## src/rtl/lut_preload_pkg.sv

```systemverilog
package lut_preload_pkg;

    localparam int LP_ADDR_W = 16;
    localparam int LP_DATA_W = 8;
    localparam int LP_OFFS_W = 8;
    localparam int LP_N_TBL  = 4;

    typedef enum logic [1:0] {
        ST_READ  = 2'd0,
        ST_WRITE = 2'd1,
        ST_IDLE  = 2'd2
    } seq_state_e;

    typedef struct packed {
        logic [LP_OFFS_W-1:0] offs;
        logic [LP_DATA_W-1:0] data;
    } wr_beat_t;

    function automatic logic [LP_N_TBL-1:0] sel_onehot(input logic [$clog2(LP_N_TBL)-1:0] idx);
        logic [LP_N_TBL-1:0] v;
        v = '0;
        v[idx] = 1'b1;
        return v;
    endfunction

endpackage

```

## src/rtl/lpl_cursor.sv

```systemverilog
module lpl_cursor
    import lut_preload_pkg::*;
#(
    parameter int ADDR_W = LP_ADDR_W,
    parameter int OFFS_W = LP_OFFS_W,
    parameter int N_TBL  = LP_N_TBL,
    parameter logic [N_TBL*ADDR_W-1:0]     BASES = '0,
    parameter logic [N_TBL*(OFFS_W+1)-1:0] LENS  = '0
) (
    input  logic                     clk,
    input  logic                     rst,
    input  logic                     step,
    output logic [$clog2(N_TBL)-1:0] idx,
    output logic [OFFS_W-1:0]        offs,
    output logic [ADDR_W-1:0]        addr,
    output logic                     last_all
);
    localparam int IDX_W = $clog2(N_TBL);
    localparam int LEN_W = OFFS_W + 1;

    logic [ADDR_W-1:0] base_a [N_TBL];
    logic [LEN_W-1:0]  len_a  [N_TBL];

    for (genvar i = 0; i < N_TBL; i++) begin : g_region
        assign base_a[i] = BASES[i*ADDR_W +: ADDR_W];
        assign len_a[i]  = LENS[i*LEN_W +: LEN_W];
    end

    logic last_byte;
    assign last_byte = ({1'b0, offs} == (len_a[idx] - LEN_W'(1)));
    assign last_all  = last_byte && (idx == IDX_W'(N_TBL - 1));
    assign addr      = base_a[idx] + ADDR_W'(offs);

    always_ff @(posedge clk) begin
        if (rst) begin
            idx  <= '0;
            offs <= '0;
        end else if (step) begin
            if (last_byte) begin
                idx  <= idx + IDX_W'(1);
                offs <= '0;
            end else begin
                offs <= offs + OFFS_W'(1);
            end
        end
    end

    AST_OFFS_IN_RANGE: assert property (@(posedge clk) disable iff (rst)
        {1'b0, offs} < len_a[idx]) else $error("offset beyond table length");

    AST_STEP_ASCENDS: assert property (@(posedge clk) disable iff (rst)
        (step && !last_byte) |=> (addr == $past(addr) + ADDR_W'(1))) else $error("address not ascending");

endmodule

```

## src/rtl/lpl_seq.sv

```systemverilog
module lpl_seq
    import lut_preload_pkg::*;
(
    input  logic clk,
    input  logic rst,
    input  logic ack,
    input  logic last_all,
    output logic req,
    output logic step,
    output logic busy
);
    seq_state_e state;
    logic       fin;

    assign req  = (state == ST_READ);
    assign step = req && ack;
    assign busy = (state != ST_IDLE);

    always_ff @(posedge clk) begin
        if (rst) begin
            state <= ST_READ;
            fin   <= 1'b0;
        end else begin
            unique case (state)
                ST_READ: begin
                    if (ack) begin
                        state <= ST_WRITE;
                        fin   <= last_all;
                    end
                end
                ST_WRITE: state <= fin ? ST_IDLE : ST_READ;
                ST_IDLE:  state <= ST_IDLE;
                default:  state <= ST_IDLE;
            endcase
        end
    end

    AST_IDLE_STICKY: assert property (@(posedge clk) disable iff (rst)
        (state == ST_IDLE) |=> (state == ST_IDLE)) else $error("left idle without reset");

    AST_WRITE_ONE_CYCLE: assert property (@(posedge clk) disable iff (rst)
        (state == ST_WRITE) |=> (state != ST_WRITE)) else $error("write state held");

endmodule

```

## src/rtl/lpl_wrport.sv

```systemverilog
module lpl_wrport
    import lut_preload_pkg::*;
#(
    parameter int N_TBL = LP_N_TBL
) (
    input  logic                     clk,
    input  logic                     rst,
    input  logic                     go,
    input  logic [$clog2(N_TBL)-1:0] idx,
    input  wr_beat_t                 beat_in,
    output logic [N_TBL-1:0]         we,
    output wr_beat_t                 beat_q
);
    localparam int IDX_W = $clog2(N_TBL);

    for (genvar i = 0; i < N_TBL; i++) begin : g_we
        always_ff @(posedge clk) begin
            if (rst) we[i] <= 1'b0;
            else     we[i] <= go && (idx == IDX_W'(i));
        end
    end

    always_ff @(posedge clk) begin
        if (rst)     beat_q <= '0;
        else if (go) beat_q <= beat_in;
    end

    AST_WE_ONEHOT: assert property (@(posedge clk) disable iff (rst)
        $onehot0(we)) else $error("more than one strobe");

    AST_WE_SINGLE_CYCLE: assert property (@(posedge clk) disable iff (rst)
        (|we) |=> !(|we)) else $error("strobe wider than one cycle");

    AST_WE_FOLLOWS_GO: assert property (@(posedge clk) disable iff (rst)
        go |=> ($countones(we) == 1)) else $error("accepted byte not written");

endmodule

```

## src/rtl/lut_preload.sv

```systemverilog
module lut_preload
    import lut_preload_pkg::*;
#(
    parameter int ADDR_W = LP_ADDR_W,
    parameter int DATA_W = LP_DATA_W,
    parameter int OFFS_W = LP_OFFS_W,
    parameter int N_TBL  = LP_N_TBL,
    parameter logic [N_TBL*ADDR_W-1:0] BASES =
        {16'h6220, 16'h6200, 16'h6100, 16'h6000},
    parameter logic [N_TBL*(OFFS_W+1)-1:0] LENS =
        {9'd32, 9'd32, 9'd256, 9'd256}
) (
    input  logic              clk,
    input  logic              rst,
    output logic              rd_req,
    output logic [ADDR_W-1:0] rd_addr,
    input  logic              rd_ack,
    input  logic [DATA_W-1:0] rd_data,
    output logic [N_TBL-1:0]  tbl_we,
    output logic [OFFS_W-1:0] tbl_offs,
    output logic [DATA_W-1:0] tbl_wdata,
    output logic              busy
);
    localparam int IDX_W = $clog2(N_TBL);

    logic             step;
    logic             last_all;
    logic [IDX_W-1:0] idx;
    logic [OFFS_W-1:0] offs;
    wr_beat_t         beat_in;
    wr_beat_t         beat_q;

    lpl_cursor #(
        .ADDR_W(ADDR_W), .OFFS_W(OFFS_W), .N_TBL(N_TBL),
        .BASES(BASES), .LENS(LENS)
    ) u_cursor (
        .clk(clk), .rst(rst), .step(step),
        .idx(idx), .offs(offs), .addr(rd_addr), .last_all(last_all)
    );

    lpl_seq u_seq (
        .clk(clk), .rst(rst), .ack(rd_ack), .last_all(last_all),
        .req(rd_req), .step(step), .busy(busy)
    );

    assign beat_in.offs = offs;
    assign beat_in.data = rd_data;

    lpl_wrport #(.N_TBL(N_TBL)) u_wr (
        .clk(clk), .rst(rst), .go(step), .idx(idx),
        .beat_in(beat_in), .we(tbl_we), .beat_q(beat_q)
    );

    assign tbl_offs  = beat_q.offs;
    assign tbl_wdata = beat_q.data;

    AST_REQ_HOLD: assert property (@(posedge clk) disable iff (rst)
        (rd_req && !rd_ack) |=> (rd_req && $stable(rd_addr))) else $error("request dropped or address moved");

    AST_DATA_CAPTURED: assert property (@(posedge clk) disable iff (rst)
        (rd_req && rd_ack) |=> (tbl_wdata == $past(rd_data))) else $error("wrong byte written");

    AST_NO_REQ_ON_WRITE: assert property (@(posedge clk) disable iff (rst)
        (|tbl_we) |-> !rd_req) else $error("request during write");

    AST_IDLE_QUIET: assert property (@(posedge clk) disable iff (rst)
        !busy |-> (!rd_req && (tbl_we == '0))) else $error("activity after copy");

    AST_BUSY_STAYS_LOW: assert property (@(posedge clk) disable iff (rst)
        !busy |=> !busy) else $error("busy rose without reset");

endmodule

```

## config.mk

```make
export PLATFORM = sky130hd
export DESIGN_NAME = lut_preload
export DESIGN_NICKNAME = d
export VERILOG_FILES = /design/src/rtl/lut_preload_pkg.sv /design/src/rtl/lpl_cursor.sv /design/src/rtl/lpl_seq.sv /design/src/rtl/lpl_wrport.sv /design/src/rtl/lut_preload.sv
export SDC_FILE = /design/constraint.sdc
export NUM_CORES = 1
export LEC_CHECK = 0
export ABC_AREA = 0
export BUFFER_PORTS_ARGS = -buffer_cell sky130_fd_sc_hd__buf_2
export CORE_ASPECT_RATIO = 0.5
export CORE_MARGIN = 3
export CORE_UTILIZATION = 45
export CTS_BUF_LIST = sky130_fd_sc_hd__clkbuf_8
export CTS_CLUSTER_SIZE = 20
export DETAILED_ROUTE_END_ITERATION = 10
export PLACE_DENSITY = 0.82
export SLEW_MARGIN = 20
export SYNTH_ARGS = -nofsm -noshare
export SYNTH_HDL_FRONTEND = slang
export SYNTH_HIERARCHICAL = 1
export SYNTH_SLANG_ARGS = --single-unit
```

## constraint.sdc

```tcl
create_clock -name clk -period 2.4 [get_ports clk]
set_clock_uncertainty 0.05 [all_clocks]
set_input_delay 0.36 -clock clk [delete_from_list [all_inputs] [get_ports clk]]
set_output_delay 0.36 -clock clk [all_outputs]
set_load 0.1 [all_outputs]
```

## After elaboration in Yosys (flattened, before gate mapping)

Cells that the tools add are included.

| operators by class | value |
|---|---|
| bitwise operators | 1 |
| equal/unequal tests | 7 |
| muxes and demuxes | 10 |
| add/sub/neg operators | 4 |
| reductions and logical operators | 10 |
| order comparisons | 1 |

Operators with widths:

| cell | number |
|---|---|
| $bmux 16 s2 | 1 |
| $mux 16 | 2 |
| $bmux 9 s2 | 1 |
| $mux 9 | 2 |
| $add 16x8->16 | 1 |
| $eq 8x9->1 | 1 |
| $sub 9x1->9 const B | 1 |
| $add 8x1->8 const B | 1 |
| $mux 8 | 1 |
| $logic_and 1x1->1 | 6 |
| $eq 2x1->1 const B | 2 |
| $eq 2x2->1 const B | 2 |
| $logic_not 2->1 | 2 |
| $mux 2 | 2 |
| $ne 2x2->1 const B | 2 |
| $pmux 2 s2 | 1 |
| $reduce_and 2->1 | 2 |
| $ge 3x3->1 const B | 1 |
| $not 2->3 | 1 |
| $add 2x1->2 const B | 1 |

| word-level totals | value |
|---|---|
| input bits | 11 |
| register bits after elaboration | 33 |
| logic and storage cells | 43 |
| output and inout bits | 38 |

## Longest topological paths before layout

Gate-level depths: netlist (run 1).

| logic depth | value |
|---|---|
| word-level depth | 7 |
| depth in mapped cells | 5 |
| mapped depth without buffers | 5 |

## Modules after synthesis

The synthesis (run 1) kept the hierarchy.

By module, submodules not included:

| module | instances | cells an instance | area each (um2) |
|---|---|---|---|
| lpl_wrport | 1 | 60 | 705.7 |
| lpl_cursor | 1 | 74 | 679.4 |
| lpl_seq | 1 | 12 | 130.1 |

## Worst setup path after synthesis (run 1)

Ideal clock, no wire load.

| path | value |
|---|---|
| path type | register to output |
| start | register u_cursor.idx[1] |
| end | output port rd_addr[9] |
| setup slack | -0.651 ns |
| arrival | 2.641 ns |
| cell stages (with the launch flop) | 6 |
| data required time | 1.990 ns |
| cell sequence | dfxtp_1 ha_1 ha_1 ha_1 nand3_1 xnor2_1 |

| between the ends | value |
|---|---|
| word-level cells in the longest chain between the ends | 5 |

Ends and longest elaborated chain:

| what | RTL line | text |
|---|---|---|
| start: declaration | lpl_cursor.sv:13 | `output logic [$clog2(N_TBL)-1:0] idx,` |
| start signal: assignment | lpl_cursor.sv:40 | `idx <= idx + IDX_W'(1);` |
| $not 2->3 (implied by the code) | lpl_cursor.sv:32 | `assign addr = base_a[idx] + ADDR_W'(offs);` |
| $bmux 16 s2 | lpl_cursor.sv:32 |  |
| $mux 16 (implied by the code) (2 in series) | lpl_cursor.sv:32 |  |
| $add 16x8->16 | lpl_cursor.sv:32 |  |
| end: declaration | lut_preload.sv:16 | `output logic [ADDR_W-1:0] rd_addr,` |

No other way between the ends. The select of a mux whose other input is x is not followed.

## Worst setup path after layout (run 1)

| path | value |
|---|---|
| start | register u_cursor.idx[0] |
| end | output port rd_addr[7] |

Same word-level chain as after synthesis.

==> implementation parameters, run 1 <==
Parameter                              Value

Global routing
  Largest net degree at the start of global routing ... 37
  Tot GR Track Use ... 0.1505
  Leftover overflow at the end of global routing ... 0
  Wire length of the first global-routing pass ... 4650 um
  Vias in the first global route ... 1034
  Antenna violations before repair ... 0

CTS
  Depth of the CTS H-tree ... 2
  Clock slew seen by the registers of the worst setup and hold paths ... 0.06 ns
  Cells resized by post-CTS repair ... 0
  Number of buffers inserted for hold repair after clock tree synthesis ... 0
  Insertion delay to the later sink of the worst-skew pair ... 0.27 ns
  Total CTS buffers ... 5
  Post-CTS Setup Repair Bufs ... 0
  Maximum number of buffers from clock root to sink ... 2
  Total clock sinks ... 33
  Master cell of the clock root buffer ... sky130_fd_sc_hd__clkbuf_8
  Clock tree from TritonCTS ... built

Timing
  Number of setup violations in the final report ... 0
  Slew at the pin closest to its max-slew limit ... 0.6192 ns
  Highest clock rate ... 445.6 MHz
  Share of the clock period used by the worst path ... 0.9350
  Final hold violation count ... 0
  Final count of pins violating max slew ... 0
  Worst slew margin relative to its limit ... 0.5872
  Clock period minus final worst setup slack ... 2.244 ns
  Setup repair after global routing missed its margin ... false

Placed design
  GPL Wtd Cong ... 0.7265
  Count of port buffers added during placement ... 43
  Total half-perimeter wirelength after legalization and detailed placement ... 2152 um

Synthesis
  Combinational family with the most area after synthesis ... simple AND/OR/NAND/NOR gates
  YS warnings ... 6
  Dominant register cell in the synthesized netlist ... sky130_fd_sc_hd__dfxtp_1
  Synth Area in XOR/XNOR ... 0.04046
  Number of flip-flops and latches in the synthesized netlist ... 33
  Number of distinct standard cells referenced by the synthesized netlist ... 35
  Avg Inst Size Synth ... 10.38 sq um
  Post-synthesis sequential area ratio ... 0.4360
  Post-synthesis mux area share ... 0.1387
  Synth Area in Compound Gates ... 0.04789
  Simple-gate portion of the synthesized area ... 0.2064
  Number of synthesized flops with an enable pin ... 0
  Fraction of synthesis flops using an asynchronous set or reset pin ... 0
  Gate count of the mapped netlist ... 146
  Post-synth design cell area ... 0.001515 sq mm
  Adder-cell share of the synthesized area ... 0.04129

Final layout
  Number of antenna cells inserted ... 0
  Number of fill cells ... 283
  Share of post-route cells with drive strength above 1 ... 0.3602
  Commonest cells after routing, fill and taps aside ... sky130_fd_sc_hd__buf_2 (42), sky130_fd_sc_hd__dfxtp_1 (32), sky130_fd_sc_hd__nor2_1 (24), sky130_fd_sc_hd__mux2i_1 (18), sky130_fd_sc_hd__clkbuf_8 (6)
  Final Net Count ... 202
  Core utilization of the finished layout ... 0.5876
  Commonest non-fill, non-tap cell in the layout ... sky130_fd_sc_hd__buf_2
  Area added between synthesis and finish ... 20.23%

Worst hold path
  Hold Crit Class ... input pin to flip-flop
  Worst hold path depth ... 3

Outcome
  Status ... finished, final reports clean

Setup path
  Kind of start point of the critical path ... flip-flop
  Slowest library cell on the worst path ... sky130_fd_sc_hd__buf_2
  Kind of critical path ... flip-flop to primary output
  Nature of the critical path endpoint ... primary output
  Register-to-Register Path Depth ... 4
  Critical Path Fanout Max ... 8
  Critical Path Max Stage Delay ... 0.44 ns
  Required time at the worst-slack endpoint ... 1.99 ns
  Cell-by-cell listing of the critical path ... ha_1, ha_1, ha_1, xor2_2, buf_2
  Crit path top cell by count ... sky130_fd_sc_hd__ha_1
  Arrival time of data at the critical path endpoint ... 1.83 ns

Pwr
  Maximum resistive drop on vdd ... 0.0003468 V
  Leakage ... 0.8557 nW
  Sum of internal, switching and leakage power ... 1.214 mW
  Power density cells ... 666.5 mW/mm^2

Floorplanning
  Die extent in x ... 88.06 um
  I/O pins ... 49
  Die area ... 0.004141 sq mm
  Initial Utilization ... 0.4887
  Floorplan die height ... 47.03 um
  Core box area ... 0.003100 sq mm
  Row count ... 14

Routing
  Final routed wire length divided by cell count ... 13.40 um
  Detailed-routing wirelength on met1 ... 1341 um
  Vias per inst ... 5.044
  DRC violations left ... 0
  Top routing layer in use ... met4
  Met3 layer wire length in the routed design ... 195 um
  Wire length on met2 ... 1470 um
  Number of design-rule violations left by the first detailed-router iteration ... 42
  Total wirelength of the detailed-routed design ... 3029 um
  Via count ... 1140
  Iteration count of the initial detailed-routing pass ... 4
  Number of nets still failing antenna checks after routing ... 0

Job
  Number of max-cap violations ... 0
worst paths after layout:
kind,startpoint,slack [ns],endpoint
max reg2reg,u_cursor/idx[1],0.49,u_cursor/idx[0]
min reg2reg,u_wr/beat_q[11],0.44,u_wr/beat_q[11]
min,rd_data[6],0.28,u_wr/beat_q[6]
max,u_cursor/idx[0],0.16,rd_addr[7]
area by class of cell:
class | instances | area, sq um | area share
clock inverters | 1 | 3.754 | 0.002060
multi-input cells | 98 | 763.2 | 0.4190
clock buffers | 6 | 82.58 | 0.04533
inverters | 2 | 7.507 | 0.004121
well taps | 40 | 50.05 | 0.02747
repair buffers | 46 | 252.7 | 0.1387
flip-flops and latches | 33 | 661.9 | 0.3633
through the flow:
stage                     cell area, sq um  setup WS (ns)  hold WS (ns)  cells  setup TNS (ns)
after floorplan                       1551        -0.1102        0.3824    149         -0.1102
after global placement                1734         0.4404        0.4154    219               0
after detailed placement              1734         0.3412        0.4193    219               0
after CTS                             1821        0.05013        0.2684    226               0
after global routing                  1822        0.06969        0.2784    226               0
final                                 1822         0.1559        0.2754    226               0
Yosys cell counts (all sizes together) (2+ instances only):
cell type  count  share of area
dfxtp         33           0.44
nor2          25          0.062
mux2i         18           0.12
buf           15          0.076
ha             5          0.041
a211oi         4          0.028
nand2          4         0.0099
nand3          4          0.021
xor2           4          0.023
xnor2          3          0.017
a21oi          2         0.0066
and2b          2          0.011
and4bb         2          0.017
conb           2         0.0050
inv            2         0.0050
mux2           2          0.020
nand2b         2         0.0083
nand4          2         0.0083
nor3           2         0.0066
o31ai          2         0.0099
or4            2         0.0099
registers in the layout, summed over array words and instances (netlist names):
signal         count
u_wr/beat_q       16
u_cursor/offs      8
u_wr/we            4
u_cursor/idx       2
u_seq/state        2
u_seq/fin          1
cell families (layout without fill, tap and decap cells):
group / count (synthesis) / count (layout)
other cells: 2 / 5
buf+inv: 18 / 55
compound gates: 9 / 9
simple gates: 52 / 52
flops: 33 / 33
fa+ha+maj: 5 / 5
xor+xnor: 7 / 7
mux: 20 / 20
where the power goes:
group,switching [mW],internal (mW),total (mW)
logic,0.191,0.0436,0.234
registers,0.0118,0.564,0.575
clock network,0.181,0.223,0.404
critical path: cells and delay by family, from the launching register on:
family | cells | cell delay (ns)
flip-flops | 1 | 0.36
buffers and inverters | 1 | 0.44
adder cells (fa/ha/maj) | 3 | 0.64
XOR/XNOR | 1 | 0.12
metal layers:
layer | track usage | up-vias
met4 | 0.04819 | 0
li1 | - | 561
met5 | 0 | -
met3 | 0.06655 | 4
met1 | 0.1702 | 541
met2 | 0.2650 | 34
Note: power is estimated with default switching activity, not from simulation.
==> inputs of run 2 (changes only) <==
- PLACE_DENSITY: 0.82 -> 0.85
- clock period: 2.4 -> 2.05 ns (I/O delays scaled with it)
==> implementation parameters, run 2 (synthesis results as in run 1) <==
Parameter                              Value

Setup path
  Arrival time of data at the critical path endpoint ... 1.64 ns (-0.19 ns)
  Kind of start point of the critical path ... flip-flop
  Kind of critical path ... flip-flop to primary output
  Critical Path Fanout Max ... 3 (-5)
  Register-to-Register Path Depth ... 4 (unchanged)
  Required time at the worst-slack endpoint ... 1.69 ns (-0.30 ns)
  Nature of the critical path endpoint ... primary output

Global routing
  Largest net degree at the start of global routing ... 21 (-43%)
  Leftover overflow at the end of global routing ... 0 (unchanged)
  Antenna violations before repair ... 0 (unchanged)
  Wire length of the first global-routing pass ... 5009 um (+7.7%)
  Tot GR Track Use ... 0.1608 (+0.01030)
  Vias in the first global route ... 1105 (+6.9%)

Timing
  Final count of pins violating max slew ... 0 (unchanged)
  Highest clock rate ... 500.3 MHz
  Final hold violation count ... 0 (unchanged)
  Number of setup violations in the final report ... 0 (unchanged)
  Final WS setup ... 0.05114 ns (-0.1048 ns)
  Share of the clock period used by the worst path ... 0.9751
  Accumulated negative setup slack ... 0 ns (unchanged)
  Clock period minus final worst setup slack ... 1.999 ns

Worst hold path
  Worst hold path depth ... 3 (unchanged)
  Hold Crit Class ... input pin to flip-flop

Routing
  Vias per inst ... 4.944 (-2.0%)
  Number of design-rule violations left by the first detailed-router iteration ... 45 (+7.1%)
  Iteration count of the initial detailed-routing pass ... 4 (unchanged)
  Total wirelength of the detailed-routed design ... 3089 um (+2.0%)
  Number of nets still failing antenna checks after routing ... 0 (unchanged)
  Final routed wire length divided by cell count ... 13.26 um (-1.1%)
  DRC violations left ... 0 (unchanged)
  Via count ... 1152 (+1.1%)

Floorplanning
  Core box area ... 0.003100 sq mm (unchanged)
  Initial Utilization ... 0.4887 (unchanged)
  Floorplan die height ... 47.03 um (unchanged)
  Die extent in x ... 88.06 um (unchanged)
  Die area ... 0.004141 sq mm (unchanged)
  Row count ... 14 (unchanged)
  I/O pins ... 49 (unchanged)

Placed design
  Count of port buffers added during placement ... 43 (unchanged)
  Worst Setup Slack post-DPL ... 0.2000 ns (-0.1412 ns)
  Total half-perimeter wirelength after legalization and detailed placement ... 2264 um (+5.2%)
  GPL Wtd Cong ... 0.7736 (+6.5%)
  Total placed instance area ... 0.001883 sq mm (+8.6%)

CTS
  Total CTS buffers ... 5 (unchanged)
  Clock tree from TritonCTS ... built
  Number of buffers inserted for hold repair after clock tree synthesis ... 0 (unchanged)
  Depth of the CTS H-tree ... 2 (unchanged)
  Insertion delay to the later sink of the worst-skew pair ... 0.28 ns (about the same)
  Clock slew seen by the registers of the worst setup and hold paths ... 0.07 ns (about the same)
  Master cell of the clock root buffer ... sky130_fd_sc_hd__clkbuf_8
  Maximum number of buffers from clock root to sink ... 2 (unchanged)
  Total clock sinks ... 33 (unchanged)

Job
  Number of max-cap violations ... 0 (unchanged)

Pwr
  Power density cells ... 763.7 mW/mm^2 (+15%)
  Leakage ... 0.9077 nW (+6.1%)
  Maximum resistive drop on vdd ... 0.0003370 V (-2.8%)

Outcome
  Status ... finished, final reports clean

Final layout
  Commonest non-fill, non-tap cell in the layout ... sky130_fd_sc_hd__buf_2
  Post-route design area ... 0.002054 sq mm (+13%)
  Final Net Count ... 208 (+3.0%)
  Area added between synthesis and finish ... 35.59%
  Commonest cells after routing, fill and taps aside ... sky130_fd_sc_hd__buf_2 (38), sky130_fd_sc_hd__dfxtp_1 (25), sky130_fd_sc_hd__nor2_1 (24), sky130_fd_sc_hd__mux2i_1 (18), sky130_fd_sc_hd__buf_4 (9)
  Number of antenna cells inserted ... 0 (unchanged)
  Share of post-route cells with drive strength above 1 ... 0.4508 (+0.09056)
  Number of flip-flops under the largest register name ... 16 (unchanged)
  Core utilization of the finished layout ... 0.6626 (+0.07506)
  Biggest register ... u_wr/beat_q
  Largest registers ... u_wr/beat_q (16), u_cursor/offs (8), u_wr/we (4)
run 2: cell types whose count changed in the layout (fill, tap and decap cells not counted), moves of 2 or more:
cell	delta
sky130_fd_sc_hd__buf_2	-4
sky130_fd_sc_hd__xnor2_2	-2
sky130_fd_sc_hd__dfxtp_2	+6
sky130_fd_sc_hd__buf_12	+4
sky130_fd_sc_hd__nand3_1	-2
sky130_fd_sc_hd__buf_4	+6
sky130_fd_sc_hd__xnor2_4	+2
sky130_fd_sc_hd__ha_2	+2
sky130_fd_sc_hd__dfxtp_1	-7
sky130_fd_sc_hd__ha_4	+2
sky130_fd_sc_hd__ha_1	-4
run 2: routing by layer:
layer,up-vias,track usage,part of all wire
li1,574,-,-
met3,4,0.05429,0.067
met2,36,0.2650,0.46
met4,0,0.06325,0.0091
met1,538,0.2006,0.47
met5,-,0,0
run 2: through the flow:
step	total power [mW]	hold WS, ns	instances
finish	1.569	0.2125	233
global route	1.629	0.2211	233
detailed placement	0.9650	0.4265	224
floorplan	0.9402	0.3299	149
CTS	1.589	0.2087	233
global placement	0.9612	0.4158	224
run 2: cell type report:
class	count	area [sq um]
clock buffer	6	82.58
clock inverter	2	33.78
fill	235	1046
inverter	2	7.507
multi-input combinational	98	849.6
sequential	33	673.1
tap	40	50.05
timing repair buffer	52	357.8
run 2: what timing repair did:
item                                   4_1_cts  5_1_grt
resized for setup                            5        6
pin swaps                                    1        1
setup buffers                                1        0
setup endpoints to repair                    4        4
endpoints found under the hold margin        0        0
run 2: path summary, 6_finish.rpt:
kind                   start               to  slack, ns
max          u_cursor/idx[1]       rd_addr[7]       0.05
min               rd_data[4]   u_wr/beat_q[4]       0.21
max reg2reg  u_cursor/idx[1]  u_cursor/idx[1]       0.26
min reg2reg   u_wr/beat_q[4]   u_wr/beat_q[4]       0.44
run 2: critical path, cell delays in order, from the launching register on:
cell and delay (ns):
sky130_fd_sc_hd__dfxtp_4 0.35, sky130_fd_sc_hd__ha_2 0.19, sky130_fd_sc_hd__ha_4 0.17, sky130_fd_sc_hd__ha_4 0.16, sky130_fd_sc_hd__buf_4 0.14, sky130_fd_sc_hd__xor2_4 0.15, sky130_fd_sc_hd__buf_12 0.19
run 2: where the power goes:
group	total [mW]	leakage (nW)	switching [mW]	internal, mW
Combinational	0.275	0.573	0.222	0.0524
Clock	0.621	0.0626	0.230	0.391
Sequential	0.673	0.272	0.0141	0.659
Total	1.57	0.908	0.466	1.10
==> inputs of run 3 (changes only) <==
- CORE_UTILIZATION: 45 -> 47
- PLACE_DENSITY: 0.85 -> 0.88
==> implementation parameters, run 3 (synthesis results as in run 1) <==
Parameter                              Value

Setup path
  Nature of the critical path endpoint ... primary output
  Critical path buffers and inverters ... 2 (unchanged)
  Critical Path Max Stage Delay ... 0.36 ns (about the same)
  Arrival time of data at the critical path endpoint ... 1.63 ns (about the same)
  Crit path top cell by count ... sky130_fd_sc_hd__ha_4
  Cell-by-cell listing of the critical path ... ha_4, ha_4, ha_4, buf_4, xor2_4, buf_12
  Required time at the worst-slack endpoint ... 1.69 ns (about the same)
  Largest delay share family, worst path ... adder cells
  Critical Path Fanout Max ... 3 (unchanged)
  Slowest library cell on the worst path ... sky130_fd_sc_hd__dfxtp_4
  Kind of start point of the critical path ... flip-flop
  Kind of critical path ... flip-flop to primary output

Routing
  Final routed wire length divided by cell count ... 15.74 um (+19%)
  Number of design-rule violations left by the first detailed-router iteration ... 89 (+98%)
  Via count ... 1199 (+4.1%)
  Total wirelength of the detailed-routed design ... 3605 um (+17%)
  DRC violations left ... 0 (unchanged)
  Number of nets still failing antenna checks after routing ... 0 (unchanged)
  Vias per inst ... 5.236 (+5.9%)
  Iteration count of the initial detailed-routing pass ... 4 (unchanged)

Timing
  Clock period minus final worst setup slack ... 1.983 ns (-0.01572 ns)
  Final hold violation count ... 0 (unchanged)
  Accumulated negative setup slack ... 0 ns (unchanged)
  Number of setup violations in the final report ... 0 (unchanged)
  Final WS setup ... 0.06686 ns (+0.01572 ns)
  Share of the clock period used by the worst path ... 0.9674 (-0.007670)
  Final count of pins violating max slew ... 0 (unchanged)
  Highest clock rate ... 504.3 MHz (+0.79%)
  Setup repair after global routing missed its margin ... false

Floorplanning
  I/O pins ... 49 (unchanged)
  Die area ... 0.003983 sq mm (-3.8%)
  Floorplan die height ... 46.15 um (-1.9%)
  Row count ... 13 (-1)
  Die extent in x ... 86.30 um (-2.0%)
  Core box area ... 0.002830 sq mm (-8.7%)
  Initial Utilization ... 0.5354 (+0.04667)

Final layout
  Biggest register ... u_wr/beat_q
  Largest registers ... u_wr/beat_q (16), u_cursor/offs (8), u_wr/we (4)
  Number of antenna cells inserted ... 0 (unchanged)
  Area added between synthesis and finish ... 33.94%
  Number of flip-flops under the largest register name ... 16 (unchanged)
  Commonest cells after routing, fill and taps aside ... sky130_fd_sc_hd__buf_2 (38), sky130_fd_sc_hd__dfxtp_1 (25), sky130_fd_sc_hd__nor2_1 (24), sky130_fd_sc_hd__mux2i_1 (18), sky130_fd_sc_hd__buf_4 (8)
  Share of post-route cells with drive strength above 1 ... 0.4479 (-0.002861)
  Final std cells w/o fill ... 229 (-1.7%)
  Commonest non-fill, non-tap cell in the layout ... sky130_fd_sc_hd__buf_2
  Final Net Count ... 207 (-0.48%)

Global routing
  Wire length of the first global-routing pass ... 5485 um (+9.5%)
  Antenna violations before repair ... 0 (unchanged)
  Layer carrying the most global-route usage ... met2
  Tot GR Track Use ... 0.1843 (+0.02350)
  Vias in the first global route ... 1142 (+3.3%)
  Leftover overflow at the end of global routing ... 0 (unchanged)
  GR met3 Demand/Resource ... 0.06250 (+0.008209)
  GRT met2 Usage ... 0.3032 (+0.03825)
  GR Layer Usage met1 ... 0.2262 (+0.02552)
  Largest net degree at the start of global routing ... 26 (+24%)

CTS
  Depth of the CTS H-tree ... 2 (unchanged)
  Insertion delay to the later sink of the worst-skew pair ... 0.28 ns (about the same)
  Clock slew seen by the registers of the worst setup and hold paths ... 0.07 ns (about the same)
  Total clock sinks ... 33 (unchanged)
  Total CTS buffers ... 5 (unchanged)
  Maximum number of buffers from clock root to sink ... 2 (unchanged)
  Clock tree from TritonCTS ... built
  Master cell of the clock root buffer ... sky130_fd_sc_hd__clkbuf_8

Outcome
  Status ... finished, final reports clean

Placed design
  Total half-perimeter wirelength after legalization and detailed placement ... 2433 um (+7.5%)
  Worst Setup Slack post-DPL ... 0.2136 ns (+0.01369 ns)
  Placed insts ... 220 (-1.8%)
  Count of port buffers added during placement ... 43 (unchanged)
  GPL Wtd Cong ... 0.8232 (+6.4%)

Pwr
  Power share of the clock group ... 0.324 (-0.072)
  Leakage ... 0.8914 nW (-1.8%)
  Power density cells ... 691.9 mW/mm^2 (-9.4%)
  Internal power summed over all cells ... 940.1 uW (-15%)
  Share of total power in sequential cells ... 0.480 (+0.051)
  Total net switching power ... 464.0 uW (-0.50%)
  Maximum resistive drop on vdd ... 0.0004723 V (+40%)
  Logic pwr share ... 0.196 (+0.021)
  Sw Share ... 0.3305 (+0.03326)

Worst hold path
  Hold Crit Class ... input pin to flip-flop

Job
  Number of max-cap violations ... 0 (unchanged)
## run 3: changes by cell type in the layout (fill, tap and decap cells not counted), sizes merged
cell    before  now
clkinv       0    2
clkbuf       6    5
bufinv       1    0
buf         52   51
## run 3: what timing repair did
item / CTS / global route
setup buffers: 1 / 0
resized for setup: 4 / 9
pin swaps: 1 / 1
cloned: 0 / 0
endpoints found under the setup margin: 4 / 4
hold buffers: 0 / 0
## run 3: final timing paths
check | from | endpoint | slack, ns | cells past startpoint
worst max-delay path | u_cursor/idx[1] | rd_addr[7] | 0.07 | 6
worst min-delay path | rd_data[6] | u_wr/beat_q[6] | 0.21 | 3
worst max register to register | u_seq/state[1] | u_cursor/offs[7] | 0.22 | 4
worst min register to register | u_wr/beat_q[10] | u_wr/beat_q[10] | 0.44 | 2
## run 3: layout make-up
type,instances,area [sq um]
tap,37,46.29
clock buffer,5,68.82
multi-input combinational,98,869.6
clock inverter,3,13.76
timing repair buffer,51,350.3
sequential,33,673.1
inverter,2,7.507
fill,216,800.8
## run 3: power groups by stage
stage	logic, mW	clock network (mW)	registers [mW]
final	0.276	0.454	0.674
after global routing	0.286	0.498	0.677
after CTS	0.275	0.468	0.674
after detailed placement	0.275	0	0.690
after global placement	0.271	0	0.688
after floorplan	0.127	0	0.814
## run 3: metal layers
metal / part of all wire / up-vias / wire length (um)
met1: 0.44 / 564 / 1569
met5: 0 / - / 0
li1: - / 579 / -
met4: 0.0075 / 0 / 27
met2: 0.48 / 52 / 1722
met3: 0.079 / 4 / 286
## run 3: through the flow
stage | hold WS (ns) | area, sq um | utilization | power [mW]
after floorplan | 0.3299 | 1603 | - | 0.9402
after global placement | 0.4153 | 1872 | 0.6614 | 0.9593
after detailed placement | 0.4283 | 1872 | 0.6614 | 0.9645
after CTS | 0.2063 | 1972 | 0.6967 | 1.417
after global routing | 0.2442 | 2029 | 0.7171 | 1.461
final | 0.2143 | 2029 | 0.7171 | 1.404
## run 3: tightest hold or removal path: stages
cell and delay [ns]:
sky130_fd_sc_hd__buf_2 0.07, sky130_fd_sc_hd__mux2i_1 0.05, sky130_fd_sc_hd__nor2_1 0.07
